<file path="config.mk">
export PLATFORM = sky130hd
export DESIGN_NAME = age_watchdog
export DESIGN_NICKNAME = d
export VERILOG_FILES = /design/src/rtl/aw_pkg.sv /design/src/rtl/aw_sched.sv /design/src/rtl/aw_slot_eval.sv /design/src/rtl/age_watchdog.sv
export SDC_FILE = /design/constraint.sdc
export NUM_CORES = 1
export LEC_CHECK = 0
export ABC_AREA = 1
export CELL_PAD_IN_SITES_DETAIL_PLACEMENT = 2
export CELL_PAD_IN_SITES_GLOBAL_PLACEMENT = 2
export CORE_ASPECT_RATIO = 0.7
export CORE_MARGIN = 2
export CORE_UTILIZATION = 28
export DETAILED_ROUTE_END_ITERATION = 6
export GPL_TIMING_DRIVEN = 0
export PLACE_DENSITY_LB_ADDON = 0.1
export SETUP_SLACK_MARGIN = 0.4
export SYNTH_ARGS = -nofsm -noshare
export SYNTH_HDL_FRONTEND = slang
export SYNTH_SLANG_ARGS = --single-unit
export TNS_END_PERCENT = 10
</file>
<file path="constraint.sdc">
create_clock -name clk -period 3.7 [get_ports clk]
set_input_delay 0.37 -clock clk [delete_from_list [all_inputs] [get_ports clk]]
set_output_delay 0.37 -clock clk [all_outputs]
set_load 0.01 [all_outputs]
</file>
<file path="src/rtl/aw_pkg.sv">
package aw_pkg;
   typedef enum logic [1:0] {
      AW_IDLE = 2'd0,
      AW_WAIT = 2'd1,
      AW_SCAN = 2'd2
   } aw_state_e;
endpackage

</file>
<file path="src/rtl/aw_sched.sv">
module aw_sched
   import aw_pkg::*;
#(
   parameter int THRESH = 20,
   parameter int SLOTS  = 8,
   localparam int TMR_W  = $clog2(THRESH) + 1,
   localparam int SLOT_W = $clog2(SLOTS)
) (
   input  logic              clk,
   input  logic              rst_n,
   input  logic              ins_evt,
   input  logic              busy_nz,
   output logic              armed,
   output logic              scan_act,
   output logic [SLOT_W-1:0] slot
);
   aw_state_e         state;
   logic [TMR_W-1:0]  timer;

   always_ff @(posedge clk) begin
      if (!rst_n) begin
         state <= AW_IDLE;
         timer <= '0;
         slot  <= '0;
      end else begin
         unique case (state)
            AW_IDLE: begin
               if (ins_evt) begin
                  state <= AW_WAIT;
                  timer <= '0;
               end
            end
            AW_WAIT: begin
               if (timer == TMR_W'(THRESH - 1)) begin
                  state <= AW_SCAN;
                  slot  <= '0;
               end else begin
                  timer <= timer + 1'b1;
               end
            end
            AW_SCAN: begin
               if (slot == SLOT_W'(SLOTS - 1)) begin
                  state <= busy_nz ? AW_WAIT : AW_IDLE;
                  timer <= '0;
               end else begin
                  slot <= slot + 1'b1;
               end
            end
            default: state <= AW_IDLE;
         endcase
      end
   end

   assign armed    = (state != AW_IDLE);
   assign scan_act = (state == AW_SCAN);
endmodule

</file>
<file path="src/rtl/aw_slot_eval.sv">
module aw_slot_eval #(
   parameter int SLOTS  = 8,
   parameter int TS_W   = 16,
   parameter int THRESH = 20
) (
   input  logic [TS_W-1:0]             now,
   input  logic [SLOTS-1:0]            valid,
   input  logic [SLOTS-1:0][TS_W-1:0]  stamp,
   output logic [SLOTS-1:0][TS_W-1:0]  age,
   output logic [SLOTS-1:0]            over
);
   for (genvar s = 0; s < SLOTS; s++) begin : g_slot
      assign age[s]  = now - stamp[s];
      assign over[s] = valid[s] && (age[s] >= TS_W'(THRESH));
   end
endmodule

</file>
<file path="src/rtl/age_watchdog.sv">
module age_watchdog #(
   parameter int ENTRIES = 4,
   parameter int TS_W    = 16,
   parameter int THRESH  = 20,
   localparam int SLOTS  = 2 * ENTRIES,
   localparam int SLOT_W = $clog2(SLOTS),
   localparam int IDX_W  = $clog2(ENTRIES),
   localparam int CNT_W  = $clog2(SLOTS + 1)
) (
   input  logic                    clk,
   input  logic                    rst_n,
   input  logic                    ins_evt,
   input  logic [ENTRIES-1:0]      rd_valid,
   input  logic [ENTRIES*TS_W-1:0] rd_stamp,
   input  logic [ENTRIES-1:0]      wr_valid,
   input  logic [ENTRIES*TS_W-1:0] wr_stamp,
   input  logic [CNT_W-1:0]        outstanding,
   output logic [TS_W-1:0]         now,
   output logic                    armed,
   output logic                    deadlock,
   output logic                    dl_wr,
   output logic [IDX_W-1:0]        dl_index,
   output logic [TS_W-1:0]         dl_age,
   output logic                    cnt_err
);
   if (THRESH < 1) begin : g_bad_thresh
      $error("THRESH must be at least 1");
   end
   if (THRESH >= (1 << TS_W)) begin : g_bad_width
      $error("THRESH must fit below 2**TS_W");
   end
   if (ENTRIES < 2) begin : g_bad_entries
      $error("ENTRIES must be at least 2");
   end

   logic [SLOTS-1:0]           all_valid;
   logic [SLOTS-1:0][TS_W-1:0] all_stamp;
   logic [SLOTS-1:0][TS_W-1:0] age;
   logic [SLOTS-1:0]           over;
   logic                       scan_act;
   logic [SLOT_W-1:0]          slot;
   logic                       sel_wr;
   logic [IDX_W-1:0]           sel_idx;
   logic [CNT_W-1:0]           valid_cnt;

   assign all_valid = {wr_valid, rd_valid};
   for (genvar i = 0; i < ENTRIES; i++) begin : g_pack
      assign all_stamp[i]           = rd_stamp[i*TS_W +: TS_W];
      assign all_stamp[i + ENTRIES] = wr_stamp[i*TS_W +: TS_W];
   end

   always_ff @(posedge clk) begin
      if (!rst_n) now <= '0;
      else        now <= now + 1'b1;
   end

   aw_sched #(.THRESH(THRESH), .SLOTS(SLOTS)) u_sched (
      .clk      (clk),
      .rst_n    (rst_n),
      .ins_evt  (ins_evt),
      .busy_nz  (outstanding != '0),
      .armed    (armed),
      .scan_act (scan_act),
      .slot     (slot)
   );

   aw_slot_eval #(.SLOTS(SLOTS), .TS_W(TS_W), .THRESH(THRESH)) u_eval (
      .now   (now),
      .valid (all_valid),
      .stamp (all_stamp),
      .age   (age),
      .over  (over)
   );

   assign sel_wr  = (slot >= SLOT_W'(ENTRIES));
   assign sel_idx = sel_wr ? IDX_W'(slot - SLOT_W'(ENTRIES)) : IDX_W'(slot);

   always_comb begin
      valid_cnt = '0;
      for (int i = 0; i < SLOTS; i++) valid_cnt = valid_cnt + CNT_W'(all_valid[i]);
   end

   always_ff @(posedge clk) begin
      if (!rst_n) begin
         deadlock <= 1'b0;
         dl_wr    <= 1'b0;
         dl_index <= '0;
         dl_age   <= '0;
         cnt_err  <= 1'b0;
      end else begin
         if (scan_act && !deadlock && over[slot]) begin
            deadlock <= 1'b1;
            dl_wr    <= sel_wr;
            dl_index <= sel_idx;
            dl_age   <= age[slot];
         end
         if (scan_act && (slot == '0) && (outstanding != valid_cnt))
            cnt_err <= 1'b1;
      end
   end
endmodule

</file>
==> impl_metrics.csv <==
group,metric,value,unit
power_and_ir_drop,ir_worst_vdd,0.200,mV
clock_tree,path_clk_slew,0.08,ns
global_routing,grt-ovfl-total,0,
die,initial_core_util,28.4,%
die,die_w,248,µm
detailed_routing,first_pass_iters,5,
clock_tree,cts_tree,"done",
power_and_ir_drop,power,2.32,mW
timing,fin_hold_ws,0.467,ns
timing,rsz0062_at_grt,"true",
global_routing,grt_pass1_wl,92100,µm
timing,worstMarginPinSlew,0.741,ns
synth,syn_avg_cell_area,5.17,µm²
power_and_ir_drop,p_per_area,151,nW/µm²
detailed_routing,drtAntennaViolNets,0,
die,die_area,43200,µm²
clock_tree,clk_latency,0.30,ns
clock_tree,ctsHoldBuffers,0,
finish,multi_input_area,9300,µm²
run_status,outcome,"finished, final reports clean",
finish,final_util,37.6,%
die,die_h,174,µm
finish,layout_commonest_cell,"nand2_1",
worst_setup_path,worstSetupPathType,"flip-flop to flip-flop",
global_routing,grt_pass1_vias,15800,
die,core-area,41000,µm²
detailed_routing,routed_via_density,5.07,
detailed_routing,drc,0,
clock_tree,cts_sinks,48,
place,gp_congestion,0.926,
power_and_ir_drop,power.leakage,8.68,nW
synth,synthFlopType,"dfxtp_1",
finish,final_nets,2764,
timing,fin_ws,0.399,ns
synth,ys_ff_latch,48,
timing,min_period_over_period,89.2,%
global_routing,grtUsageTotal,27.7,%
global_routing,grt_max_degree,20,
die,fp-row-count,62,
synth,async_flop_share,0,%
worst_setup_path,critPathArrivalTime,3.54,ns
place,dp_worst_setup_slack,-0.253,ns
detailed_routing,drtIter0Drc,686,
timing,slew_viol_final,0,
synth,yosysWarnings,0,
clock_tree,cts_root_buffer,"clkbuf_16",
synth,ys_types,44,
worst_setup_path,cp-end-kind,"flip-flop",
synth,yosysSeqAreaShare,8.27,%
worst_hold_path,hold_path_class,"flip-flop to flip-flop",
timing,setup_viol,0,
finish,drive_gt1_share,10.6,%
detailed_routing,wl_per_cell,20.7,µm
timing,fin_skew,0.00993,ns
timing,hold_viol,0,
detailed_routing,drt_wl_total,62500,µm
worst_setup_path,path_max_fanout,8,
global_routing,antenna_found_initial,6,
worst_setup_path,critPathRequiredTime,3.94,ns
detailed_routing,vias,15400,
worst_setup_path,cp.buffers_inverters,4,
timing,min_period,3.30,ns
worst_setup_path,worstSetupStartpointType,"flip-flop",
finish,regArea,1020,µm²
finish,area_growth,32.6,%
worst_setup_path,crit_path_frequent_cell,"nand2_1",
worst_setup_path,critical-path-top-delay-family,"simple AND/OR/NAND/NOR gates",
clock_tree,cts_buffers,5,
timing,max_freq,0.303,GHz
run,drv_cap,0,
finish,num-fill-cells,5341,
place,place_hpwl,50100,µm
synth,synth_edf_count,0,
clock_tree,cts_buffer_depth,2,
timing,maxSlewHeadroom,50.6,%
die,num_io_pins,181,
worst_setup_path,crit_path_max_incr_delay,0.43,ns
clock_tree,cts_max_level,2,
synth,synth_nets,2531,
finish,final_cell_mix,"774 x nand2_1, 448 x inv_1, 181 x nor2_1",
synth,synth_cells,2248,
worst_setup_path,slowest_stage,"fa_2",
place,io_buffers,180,
synth,syn_area,11600,µm²
area by class of cell:
class	count	area share (%)
clock buffer	5	0.812
tap	544	4.42
sequential	48	6.60
clock inverter	3	0.447
multi-input combinational	1698	60.3
buffer	35	1.09
timing repair buffer	226	14.9
antenna	1	0.0162
inverter	467	11.4
metrics by stage:
step	std cells	area (µm²)	TNS (ns)
CTS	2983	14400	0
floorplan	2248	11600	0
finish	3027	15400	0
detailed placement	2972	14100	-2.79
global placement	2972	14100	-2.34
global route	3026	15400	0
flip-flops by register name, summed over array words and instances, names as in the netlist, 2 cells and up:
signal         flops
dl_index           2
u_sched.state      2
u_sched.slot       3
u_sched.timer      6
now               16
dl_age            16
layer usage:
| metal | GRT usage, % | share of wire (%) | wire [µm] | vias up |
|---|---|---|---|---|
| met5 | 0 | 0 | 0 | - |
| met2 | 45.6 | 44 | 27800 | 306 |
| met4 | 2.67 | 2.2 | 1350 | 0 |
| met1 | 41.0 | 49 | 30700 | 7559 |
| met3 | 1.22 | 4.2 | 2650 | 60 |
| li1 | - | - | - | 7434 |
path summary, 6_finish.rpt:
kind	from	cells past startpoint	end	slack [ns]
hold reg to reg	cnt_err	2	cnt_err	0.47
hold / removal	cnt_err	2	cnt_err	0.47
setup reg to reg	now[0]	25	dl_age[2]	0.40
setup / recovery	now[0]	25	dl_age[2]	0.40
cell usage after synthesis, drive strengths merged, types with 2 or more instances:
library cell,count,area [µm²]
nand2,852,3220
inv,466,1750
nor2,191,717
nand3,174,888
ha,128,1600
a21oi,107,547
o21ai,54,270
dfxtp,48,961
nand3b,43,323
nand4,26,163
clkbuf,24,90.1
nor3,24,120
xnor2,14,123
o211ai,13,97.6
fa,12,240
xor2,12,105
buf,11,73.8
o22ai,9,56.3
a31oi,6,37.5
and2,6,37.5
and3,5,31.3
o21a,4,30.0
or2,4,25.0
a211oi,3,22.5
o221ai,3,26.3
nor3b,2,15.0
worst register-to-register path, delay by kind of cell, from the launching register on:
kind          cells  cell delay, ns
simple gates     19            1.77
fa+ha+maj         2            0.61
buf+inv           4            0.50
flops             1            0.37
power breakdown:
| part | internal (mW) | switching [mW] |
|---|---|---|
| Combinational | 0.481 | 0.686 |
| Sequential | 0.513 | 0.0230 |
| Clock | 0.391 | 0.229 |
| Total | 1.38 | 0.938 |
cells by family (layout without fill, tap and decap cells):
group	after synthesis	count (layout)	share of synthesized area (%)
buf+inv	502	736	16.5
compound gates	203	203	9.65
xor+xnor	26	26	1.96
other cells	0	1	0
flops	48	48	8.27
fa+ha+maj	140	140	15.8
mux	1	1	0.0861
simple gates	1328	1328	47.7
timing repair:
item                                    in CTS  in global routing
gates cloned                                 0                  1
resized for setup                           66                157
endpoints found under the setup margin      22                 21
buffers inserted                             3                 42
pin swaps                                    8                 28
(Power assumes the default switching activity.)
